File: src/rtl/ccnt_pkg.sv
`timescale 1ns/1ps
package ccnt_pkg;

    localparam int REG_W      = 64;
    localparam int TMR_LSB    = 32;
    localparam int FLAG_BIT   = 63;
    localparam int MODE_BIT   = 63;
    localparam int RESEND_BIT = 60;

    typedef enum logic {
        SEL_COUNT  = 1'b0,
        SEL_LIMITS = 1'b1
    } reg_sel_e;

    typedef enum logic {
        ACC_PACKETS = 1'b0,
        ACC_BYTES   = 1'b1
    } acc_mode_e;

    // Add, then subtract with a floor at zero, then cap at max.
    function automatic logic [63:0] add_sub_clamp(
        input logic [63:0] cur,
        input logic [63:0] inc,
        input logic [63:0] sub,
        input logic [63:0] max
    );
        logic [63:0] sum;
        logic [63:0] dif;
        sum = cur + inc;
        if (sum < sub) dif = 64'd0;
        else           dif = sum - sub;
        if (dif > max) dif = max;
        return dif;
    endfunction

endpackage

File: src/rtl/ccnt_count_path.sv
`timescale 1ns/1ps
module ccnt_count_path #(
    parameter int CNT_W  = 32,
    parameter int BYTE_W = 16
) (
    input  logic                  clk,
    input  logic                  rst,
    input  logic                  add_en,
    input  ccnt_pkg::acc_mode_e   mode,
    input  logic [BYTE_W-1:0]     add_bytes,
    input  logic                  sub_en,
    input  logic [CNT_W-1:0]      sub_val,
    output logic [CNT_W-1:0]      cnt_q,
    output logic [CNT_W-1:0]      cnt_next
);
    localparam logic [CNT_W-1:0] CNT_MAX = '1;

    logic [63:0] inc64;
    logic [63:0] sub64;

    always_comb begin
        if (!add_en)                           inc64 = 64'd0;
        else if (mode == ccnt_pkg::ACC_BYTES)  inc64 = 64'(add_bytes);
        else                                   inc64 = 64'd1;
        sub64    = sub_en ? 64'(sub_val) : 64'd0;
        cnt_next = CNT_W'(ccnt_pkg::add_sub_clamp(64'(cnt_q), inc64, sub64, 64'(CNT_MAX)));
    end

    always_ff @(posedge clk) begin
        if (rst) cnt_q <= '0;
        else     cnt_q <= cnt_next;
    end
endmodule

File: src/rtl/ccnt_age_timer.sv
`timescale 1ns/1ps
module ccnt_age_timer #(
    parameter int TMR_W = 22,
    parameter int PRESC = 2048
) (
    input  logic             clk,
    input  logic             rst,
    input  logic             busy,
    input  logic             idle_next,
    output logic [TMR_W-1:0] tmr_q
);
    localparam int               PRE_W    = (PRESC > 2) ? $clog2(PRESC) : 1;
    localparam logic [PRE_W-1:0] PRE_LAST = PRE_W'(PRESC - 1);
    localparam logic [TMR_W-1:0] TMR_MAX  = '1;

    logic [PRE_W-1:0] pre_q;

    always_ff @(posedge clk) begin
        if (rst || idle_next) begin
            pre_q <= '0;
            tmr_q <= '0;
        end else if (busy) begin
            if (pre_q == PRE_LAST) begin
                pre_q <= '0;
                if (tmr_q != TMR_MAX) tmr_q <= tmr_q + 1'b1;
            end else begin
                pre_q <= pre_q + 1'b1;
            end
        end
    end
endmodule

File: src/rtl/ccnt_irq_gen.sv
`timescale 1ns/1ps
module ccnt_irq_gen #(
    parameter int CNT_W = 32,
    parameter int TMR_W = 22
) (
    input  logic             clk,
    input  logic             rst,
    input  logic [CNT_W-1:0] cnt,
    input  logic [TMR_W-1:0] tmr,
    input  logic [CNT_W-1:0] cnt_lim,
    input  logic [TMR_W-1:0] tmr_lim,
    input  logic             resend_req,
    output logic             level,
    output logic             pulse
);
    logic level_prev_q;

    always_comb level = (cnt > cnt_lim) || (tmr > tmr_lim);

    always_ff @(posedge clk) begin
        if (rst) begin
            level_prev_q <= 1'b0;
            pulse        <= 1'b0;
        end else begin
            level_prev_q <= level;
            pulse        <= (level && !level_prev_q) || (resend_req && level);
        end
    end
endmodule

File: src/rtl/cmpl_coalesce.sv
`timescale 1ns/1ps
module cmpl_coalesce #(
    parameter int CNT_W  = 32,
    parameter int TMR_W  = 22,
    parameter int PRESC  = 2048,
    parameter int BYTE_W = 16
) (
    input  logic              clk,
    input  logic              rst,
    input  logic              sent_valid,
    input  logic [BYTE_W-1:0] sent_bytes,
    input  logic              reg_wen,
    input  logic              reg_sel,
    input  logic [63:0]       reg_wdata,
    output logic [63:0]       reg_rdata,
    output logic              irq_level,
    output logic              irq_pulse
);
    import ccnt_pkg::*;

    reg_sel_e          sel;
    logic              wr_count;
    logic              wr_limits;
    logic [CNT_W-1:0]  cnt_q;
    logic [CNT_W-1:0]  cnt_next;
    logic [TMR_W-1:0]  tmr_q;
    logic [CNT_W-1:0]  cnt_lim_q;
    logic [TMR_W-1:0]  tmr_lim_q;
    acc_mode_e         mode_q;

    always_comb begin
        sel       = reg_sel_e'(reg_sel);
        wr_count  = reg_wen && (sel == SEL_COUNT);
        wr_limits = reg_wen && (sel == SEL_LIMITS);
    end

    always_ff @(posedge clk) begin
        if (rst) begin
            cnt_lim_q <= '0;
            tmr_lim_q <= '0;
            mode_q    <= ACC_PACKETS;
        end else if (wr_limits) begin
            cnt_lim_q <= reg_wdata[CNT_W-1:0];
            tmr_lim_q <= reg_wdata[TMR_LSB +: TMR_W];
            mode_q    <= acc_mode_e'(reg_wdata[MODE_BIT]);
        end
    end

    ccnt_count_path #(.CNT_W(CNT_W), .BYTE_W(BYTE_W)) u_count (
        .clk       (clk),
        .rst       (rst),
        .add_en    (sent_valid),
        .mode      (mode_q),
        .add_bytes (sent_bytes),
        .sub_en    (wr_count),
        .sub_val   (reg_wdata[CNT_W-1:0]),
        .cnt_q     (cnt_q),
        .cnt_next  (cnt_next)
    );

    ccnt_age_timer #(.TMR_W(TMR_W), .PRESC(PRESC)) u_age (
        .clk       (clk),
        .rst       (rst),
        .busy      (cnt_q != '0),
        .idle_next (cnt_next == '0),
        .tmr_q     (tmr_q)
    );

    ccnt_irq_gen #(.CNT_W(CNT_W), .TMR_W(TMR_W)) u_irq (
        .clk        (clk),
        .rst        (rst),
        .cnt        (cnt_q),
        .tmr        (tmr_q),
        .cnt_lim    (cnt_lim_q),
        .tmr_lim    (tmr_lim_q),
        .resend_req (wr_count && reg_wdata[RESEND_BIT]),
        .level      (irq_level),
        .pulse      (irq_pulse)
    );

    always_comb begin
        reg_rdata = '0;
        if (sel == SEL_LIMITS) begin
            reg_rdata[CNT_W-1:0]         = cnt_lim_q;
            reg_rdata[TMR_LSB +: TMR_W]  = tmr_lim_q;
            reg_rdata[MODE_BIT]          = (mode_q == ACC_BYTES);
        end else begin
            reg_rdata[CNT_W-1:0]         = cnt_q;
            reg_rdata[TMR_LSB +: TMR_W]  = tmr_q;
            reg_rdata[FLAG_BIT]          = irq_level;
        end
    end
endmodule

File: config.mk
export PLATFORM = sky130hd
export DESIGN_NAME = cmpl_coalesce
export DESIGN_NICKNAME = d
export VERILOG_FILES = /design/src/rtl/ccnt_pkg.sv /design/src/rtl/ccnt_count_path.sv /design/src/rtl/ccnt_age_timer.sv /design/src/rtl/ccnt_irq_gen.sv /design/src/rtl/cmpl_coalesce.sv
export SDC_FILE = /design/constraint.sdc
export NUM_CORES = 1
export LEC_CHECK = 0
export BUFFER_PORTS_ARGS = -buffer_cell sky130_fd_sc_hd__buf_2
export CAP_MARGIN = 10
export CORE_UTILIZATION = 25
export DETAILED_ROUTE_END_ITERATION = 6
export PLACE_DENSITY_LB_ADDON = 0.08
export SLEW_MARGIN = 15
export SYNTH_ARGS = -nofsm -noshare
export SYNTH_HDL_FRONTEND = slang
export SYNTH_SLANG_ARGS = --single-unit
File: constraint.sdc
create_clock -name clk -period 7.34 [get_ports clk]
set_input_delay 1.468 -clock clk [delete_from_list [all_inputs] [get_ports clk]]
set_output_delay 1.468 -clock clk [all_outputs]
set_load 0.05 [all_outputs]
Word-level counts from Yosys, hierarchy flattened
Cells that the tools add are included.

Flip-flop bits (word level): 122. Bits in latches: 0. Bits in writable memories: 0. ROM bits: 0. Bits of input ports: 85. Output and inout bits: 66. Word-level logic and storage cells: 39. Memories kept: 0.

Add/sub/neg operators: 4. Multiply operators: 0. Div/mod/pow operators: 0. $lt $le $gt $ge: 4. Eq/ne operators: 2. Shift-type cells: 0. Multiplexer cells: 8. Bitwise logic cells: 1. Reduce and logical (&&, ||, !) cells: 12.

Operators by type and width (count): $add 32x64->64 (1); $gt 64x32->1 const B (1); $lt 64x64->1 (1); $mux 32 (2); $mux 64 (1); $sub 64x64->64 (1); $mux 54 (1); $gt 32x32->1 (1); $logic_not 32->1 (1); $mux 16 (2); $reduce_bool 32->1 (1); $add 22x1->22 const B (1); $gt 22x22->1 (1); $ne 22x22->1 const B (1); $add 11x1->11 const B (1); $eq 11x11->1 const B (1); $mux 11 (1); $logic_and 1x1->1 (5); $logic_or 1x1->1 (3); $reduce_and 3->1 (1); $logic_not 1->1 (1); $mux 1 (1); $not 1->1 (1).

Depth between registers and ports, before layout
Gate-level depths: netlist (run 1).

Depth after elaboration: 9. Gate-level depth with buffers: 27. Depth with buffers taken out: 24.

Cells and area by module
A second synthesis (run 1) with hierarchy kept.

Cell total of the unflattened synthesis: 1294. Area, all modules: 10090.9 um^2.

Modules (own cells, without submodules): ccnt_count_path (instances 1, cells each 570, area each 4222.8 um^2, seq. area each 640.6 um^2); cmpl_coalesce (instances 1, cells each 334, area each 2787.7 um^2, seq. area each 1101.1 um^2); ccnt_age_timer (instances 1, cells each 187, area each 1620.3 um^2, seq. area each 660.6 um^2); ccnt_irq_gen (instances 1, cells each 203, area each 1460.2 um^2, seq. area each 40.0 um^2).

Least setup slack after synthesis (run 1)
OpenSTA, ideal clock, no wires.

Kind: in2reg. Start: input port sent_valid. End: register u_age.tmr_q[10]. Library setup time: 0.132 ns. Arrival time: 6.404 ns. Required time: 7.208 ns. Path slack: 0.804 ns. Cell stages on the path: 27. Path buffers: 4. Path through: clkbuf_1 > nand3_1 > inv_1 > ha_1 > a21o_1 > a21o_1 > a2111oi_0 > o21a_1 > a21oi_1 > a41oi_1 > nand2b_1 > a21oi_1 > xnor2_1 > ha_1 > clkbuf_1 > nand2_1 > nor4_1 > o211ai_1 > a31oi_1 > xor2_1 > or4b_1 > nor3_1 > and4b_1 > and4_1 > buf_4 > buf_6 > nor3_1.

Longest elaborated chain between the ends: 8. Elaborated cells on any way between the ends: 9. Classes of those cells: 2 x add/sub; 2 x order compare; 3 x mux; 2 x reduce/logical.

Ends and longest elaborated chain: start, declared (line cmpl_coalesce.sv:10) `input logic sent_valid,`; $mux 16 * (line ccnt_count_path.sv:22) `if (!add_en) inc64 = 64'd0;`; $add 32x64->64 * (line ccnt_pkg.sv:29) `sum = cur + inc;`; $sub 64x64->64 or $lt 64x64->1 (tied branches) (line ccnt_pkg.sv:31, ccnt_pkg.sv:30); $mux 64 * (line ccnt_pkg.sv:30) `if (sum < sub) dif = 64'd0;`; $gt 64x32->1 (line ccnt_pkg.sv:32) `if (dif > max) dif = max;`; $mux 32 * (line ccnt_pkg.sv:32); $logic_not 32->1 * (line cmpl_coalesce.sv:65) `.idle_next (cnt_next == '0),`; $logic_or 1x1->1 * (line ccnt_age_timer.sv:19) `if (rst || idle_next) begin`; end signal, assigned (line ccnt_age_timer.sv:25) `if (tmr_q != TMR_MAX) tmr_q <= tmr_q + 1'b1;`; end, declared (line ccnt_age_timer.sv:10) `output logic [TMR_W-1:0] tmr_q`.

Mark *: on every way between the ends. The rest lies on a longest branch, timed or not. A chain may end at the register's enable or synchronous reset.

Worst setup path after layout (run 1)
Start: input port sent_valid. End: register u_age.tmr_q[9].

Same word-level chain as after synthesis.

==> results of run 1 <==
-- worst max path at each step --
stage / end / cells after the start
final: u_age.tmr_q[9] / 25
after global routing: u_age.tmr_q[8] / 27
after CTS: u_age.pre_q[7] / 25
after detailed placement: u_age.pre_q[7] / 25
after global placement: u_age.tmr_q[6] / 25
after floorplan: u_age.tmr_q[10] / 27
-- layout make-up --
class	count	area share
clock buffer	19	0.03665
clock inverter	12	0.01832
inverter	78	0.02422
multi-input combinational	1023	0.5559
sequential	122	0.2021
tap	511	0.05290
timing repair buffer	216	0.1099
-- cell families (layout without fill, tap and decap cells) --
kind of cell             after synthesis  in the layout  share of synthesized area
AND/OR/NAND/NOR                      481            481                     0.2317
AO/OA/AOI/OAI                        292            292                     0.1817
buffers and inverters                146            325                    0.06322
flip-flops                           122            122                     0.2508
adder cells (fa/ha/maj)              106            106                     0.1378
XOR/XNOR                              83             83                    0.07466
multiplexers                          52             52                    0.05975
other                                  1              9                  0.0003851
-- metrics by stage --
stage / hold WS [ps] / utilization / cells
floorplan: 393.1 / - / 1291
global placement: 402.5 / 0.3004 / 1950
detailed placement: 412.2 / 0.3004 / 1950
CTS: 420.4 / 0.3179 / 1981
global route: 436.6 / 0.3179 / 1981
finish: 413.0 / 0.3179 / 1981
-- cell usage in the layout, fill, tap and decap left out, types with 44 or more instances in the layout --
cell	count
nand2_1	228
a21oi_1	147
buf_2	132
dfxtp_1	122
ha_1	104
buf_4	81
inv_1	78
nor2_1	53
mux2_2	49
nor3_1	47
xnor2_1	44
-- power breakdown --
group          leakage [uW]  total [uW]  internal, uW  switching [uW]
clock              0.000315         981           643             338
sequential         0.000997         880           749             131
combinational       0.00418        2440          1010            1430
total               0.00550        4300          2400            1900
-- metal layers --
layer  vias up  wire length [um]  share of wire  track usage
li1       4830                 -              -            -
met1      4390             17400           0.50       0.2437
met2       118             16170           0.47       0.2987
met3        22               886          0.025      0.02633
met4         2               296         0.0085      0.03619
met5         -                13        0.00037            0
-- sequential cells by signal (all words and copies together) (netlist names) --
register            cells
cnt_lim_q              32
u_age.tmr_q            22
mode_q                  1
u_irq.level_prev_q      1
u_irq.pulse             1
u_age.pre_q            11
u_count.cnt_q          32
tmr_lim_q              22
==> reports/metrics.yaml, run 1 <==
yosys:
  synth-edff-count: 0
  yosysTopAreaCell: "dfxtp_1"
  yosysTopAreaCellShare: 0.2508
  syn_inst: 1283
  synth-seq-cells: 122
  ys_warn_count: 0
  seq_area_frac_synth: 0.2508
  synth.distinct_cells: 66
  syn_area_per_cell_um2: 7.589
  synthFlopType: "dfxtp_1"
  synthTopCellsByCount: "229 x nand2_1, 147 x a21oi_1, 122 x dfxtp_1"
  async_reset_ff_frac: 0
  synth.area.top_cells: "dfxtp_1 25%, ha_1 13%, nand2_1 8.8%"
  syn_area_mm2: 0.009737
  synth.most_common_cell: "nand2_1"
worst_hold_path:
  holdPathStages: 1
  holdPathEnd: "u_irq.pulse"
  min_from: "u_irq.level_prev_q"
  worstHoldPathType: "reg -> reg"
placement:
  place_congestion: 0.8024
  placed_cell_area_mm2: 0.01142
  dp_slack_ps: 46.37
  io_buffers: 133
  hpwl_um: 27550
power_and_ir_drop:
  powerDensity_mw_per_mm2: 355.5
  ir_worst_vdd_mv: 0.1912
  p_leak_uw: 0.005496
  finalPower_uw: 4296
worst_setup_path:
  r2r_cells: 27
  r2r_slack_ps: 1210
  cp_max_fo: 33
  worstPathArrival_ps: 7080
  crit_required_ps: 7650
  cpPeakStageDelay_ps: 530
  cp-end-kind: "flop"
  crit_slowest_cell: "or4b_1"
  r2r-end: "u_age.tmr_q[9]"
  path_class: "in -> reg"
  crit_path_start: "sent_valid"
  path_buf_inv: 3
  path_common_cell: "a21oi_1"
  cp-start-kind: "input pin"
  cpLargestDelayFamily: "simple AND/OR/NAND/NOR gates"
  reg2reg_from: "mode_q"
timing:
  setup_ws_ps: 571.7
  finalCriticalPeriod_ps: 6768
  setup_viol: 0
  rsz0062_at_grt: "false"
  relSlewSlack: 0.5215
  max_freq_ghz: 0.1477
  finalSetupTns_ps: 0
  min_period_over_period: 0.9221
  clock_skew_ps: 9.323
  slew_violations: 0
  finalHoldViolCount: 0
  tightestPinTransition_ps: 717.7
run_status:
  outcome: "complete, no violations"
clocking:
  cts_tree: "done"
  post_cts_buffers: 0
  path_clk_slew_ps: 60
  insertion_delay_ps: 430
  clockRootBuffer: "clkbuf_16"
  clk_path_buf_depth: 2
  cts_buffers: 17
  cts_resized: 0
  cts_num_sinks: 122
  holdBufCountCts: 0
  cts_htree_levels: 4
route:
  wirelength_um: 34770
  ant_nets: 0
  drc: 0
  first_pass_iters: 5
  wl_per_cell_um: 17.55
  vias: 9362
  vias_per_cell: 4.726
  first_iter_violations: 359
grt:
  antenna_found_initial: 1
  grt_first_pass_wirelength_um: 53850
  grt_usage: 0.1792
  overflow: 0
  grt_pass1_vias: 9300
  grt_max_degree: 52
flow_run:
  max_cap_violations: 0
layout:
  antennaDiodeCount: 0
  drive_gt1_frac: 0.2102
  nNetsFinal: 1649
  final_area_mm2: 0.01209
  area_growth_pct: 24.13
  seqCellArea_mm2: 0.002442
  num-fill-cells: 4240
  multiInputGateArea_mm2: 0.006719
floorplanning:
  dieArea_mm2: 0.03974
  initial_utilization: 0.2561
  coreArea_mm2: 0.03802
  rows: 71
  fp.dieH_um: 199.4
  chipWidth_um: 199.4
  ioPinCount: 151
Power figures use the tool's default switching activity.
==> run 2: changes to the inputs <==
==> constraint.sdc (replaced) <==
create_clock -name clk -period 7.2 [get_ports clk]
set_input_delay 1.44 -clock clk [delete_from_list [all_inputs] [get_ports clk]]
set_output_delay 1.44 -clock clk [all_outputs]
set_load 0.05 [all_outputs]
==> reports/metrics.yaml, run 2 (same netlist as run 1, synthesis figures left out) <==
route:
  wl_per_cell_um: 17.85  # was 17.55 um
  wirelength_um: 34890  # was 34,770 um
  drc: 0  # unchanged
  ant_nets: 0  # unchanged
  vias_per_cell: 4.758  # was 4.726
  vias: 9301  # was 9,362
  first_iter_violations: 436  # was 359
  first_pass_iters: 6  # was 5
floorplanning:
  fp.dieH_um: 199.4  # unchanged
  dieArea_mm2: 0.03974  # unchanged
  ioPinCount: 151  # unchanged
  chipWidth_um: 199.4  # unchanged
  coreArea_mm2: 0.03802  # unchanged
  initial_utilization: 0.2561  # unchanged
  rows: 71  # unchanged
timing:
  min_period_over_period: 0.9213
  finalHoldViolCount: 0  # unchanged
  finalCriticalPeriod_ps: 6634
  hold_ws_ps: 406.3  # was 413.0 ps
  slew_violations: 0  # unchanged
  tightestPinTransition_ps: 724.0  # was 717.7 ps
  max_freq_ghz: 0.1507
  rsz0062_at_grt: "false"  # unchanged
  relSlewSlack: 0.5151  # was 0.5215
  finalSetupTns_ps: 0  # unchanged
  setup_viol: 0  # unchanged
  clock_skew_ps: 14.36  # was 9.323 ps
clocking:
  path_clk_slew_ps: 60  # about the same
  post_cts_buffers: 0  # unchanged
  cts_tree: "done"  # unchanged
  cts_num_sinks: 122  # unchanged
  cts_buffers: 17  # unchanged
  insertion_delay_ps: 440  # was 430 ps
  clockRootBuffer: "clkbuf_16"  # unchanged
  cts_resized: 0  # unchanged
  cts_htree_levels: 4  # unchanged
  clk_path_buf_depth: 2  # unchanged
  holdBufCountCts: 0  # unchanged
worst_setup_path:
  r2r_cells: 26  # was 27
  cp-start-kind: "input pin"  # unchanged
  path_class: "in -> reg"  # unchanged
  cp-end-kind: "flop"  # unchanged
  crit_required_ps: 7520  # was 7650 ps
  r2r-end: "u_age.tmr_q[6]"  # was u_age.tmr_q[9]
  reg2reg_from: "mode_q"  # unchanged
  worstPathArrival_ps: 6950  # was 7080 ps
  cp_max_fo: 33  # unchanged
  r2r_slack_ps: 1070  # was 1210 ps
run_status:
  outcome: "complete, no violations"  # unchanged
worst_hold_path:
  worstHoldPathType: "reg -> reg"  # unchanged
  min_from: "u_irq.level_prev_q"  # unchanged
  holdPathStages: 1  # unchanged
  holdPathEnd: "u_irq.pulse"  # unchanged
placement:
  place_congestion: 0.7997  # was 0.8024
  placed_cell_area_mm2: 0.01122  # was 0.01142 mm2
  place_inst: 1923  # was 1,950
  hpwl_um: 27500  # was 27,550 um
  io_buffers: 133  # unchanged
layout:
  multiInputGateArea_mm2: 0.006719  # unchanged
  final_area_mm2: 0.01183  # was 0.01209 mm2
  area_growth_pct: 21.54  # was 24.13%
  seqCellArea_mm2: 0.002442  # unchanged
  num-fill-cells: 4263  # was 4,240
  final_common_cell: "nand2_1"  # unchanged
  reg_top3: "cnt_lim_q: 32 flops, u_count.cnt_q: 32 flops"  # unchanged
  antennaDiodeCount: 0  # unchanged
  layout_common_cells: "228 x nand2_1, 147 x a21oi_1, 132 x buf_2"  # unchanged
  drive_gt1_frac: 0.1960  # was 0.2102
  nNetsFinal: 1622  # was 1,649
  finalNonFillerCells: 1955  # was 1,981
grt:
  grt_pass1_vias: 9277  # was 9,300
  grt_first_pass_wirelength_um: 54060  # was 53,850 um
  grt-busiest-layer: "met2"  # unchanged
  antenna_found_initial: 1  # unchanged
  grtUsageMet3: 0.03072  # was 0.02633
  grt_max_degree: 52  # unchanged
  grt_usage: 0.1810  # was 0.1792
  overflow: 0  # unchanged
  gr-usage-met1: 0.2450  # was 0.2437
  grtUsageMet2: 0.2936  # was 0.2987
power_and_ir_drop:
  pwr-share-seq: 0.215  # was 0.205
  p_comb_frac: 0.566  # was 0.567
  ir_worst_vdd_mv: 0.1607  # was 0.1912 mV
  powerDensity_mw_per_mm2: 352.7  # was 355.5 mW/mm2
  switching_power_uw: 1913  # was 1898 uW
  switching_share: 0.4584  # was 0.4417
  p_leak_uw: 0.005350  # was 0.005496 uW
  finalPower_uw: 4174  # was 4296 uW
  p_int_uw: 2261  # was 2399 uW
  p_clk_frac: 0.219  # was 0.228
flow_run:
  max_cap_violations: 0  # unchanged
[run 2: worst max-delay path by stage]
stage / from / end / slack [ps] / cells past startpoint
final: sent_valid / u_age.tmr_q[6] / 570 / 26
after global routing: sent_valid / u_age.tmr_q[7] / 100 / 26
after CTS: sent_valid / u_age.tmr_q[6] / 560 / 26
after detailed placement: sent_valid / u_age.tmr_q[6] / 130 / 26
after global placement: sent_valid / u_age.tmr_q[6] / 190 / 28
after floorplan: sent_valid / u_age.tmr_q[10] / 690 / 27
[run 2: routing by layer]
layer	wire [um]	up-vias
met2	15880	139
met1	17220	4366
met4	604	2
li1	-	4770
met3	1164	24
met5	17	-
[run 2: cell type report]
class                      instances  area share
multi-input combinational       1023      0.5678
sequential                       122      0.2064
timing repair buffer             189     0.09516
tap                              511     0.05403
clock buffer                      21     0.03975
inverter                          78     0.02474
clock inverter                    11     0.01216
[run 2: power by group through the flow]
stage | Combinational (uW) | Sequential, uW | Clock (uW)
floorplan | 1660 | 850 | 0
global placement | 2390 | 918 | 0
detailed placement | 2380 | 917 | 0
CTS | 2390 | 902 | 945
global route | 2640 | 911 | 972
finish | 2360 | 896 | 914
[run 2: per-stage QoR]
step	util	worst slack, ps
final	0.3112	566.5
after global routing	0.3112	98.39
after CTS	0.3112	560.4
after detailed placement	0.2951	127.1
after global placement	0.2951	192.9
after floorplan	-	692.1
[run 2: critical path: stages]
cell	delay [ps]
buf_2	150
nand3_1	120
inv_1	50
ha_1	260
a21o_1	150
a21o_1	200
a2111oi_0	440
buf_4	200
o21a_1	180
a21oi_1	110
buf_4	150
a21o_1	160
a21oi_1	160
xnor2_1	90
ha_1	440
nand4_1	170
nor4_1	320
o211ai_1	200
a31oi_1	250
xor2_1	130
or4b_1	520
nor3_1	230
and4b_1	280
and4_1	240
buf_12	200
nor3_1	80
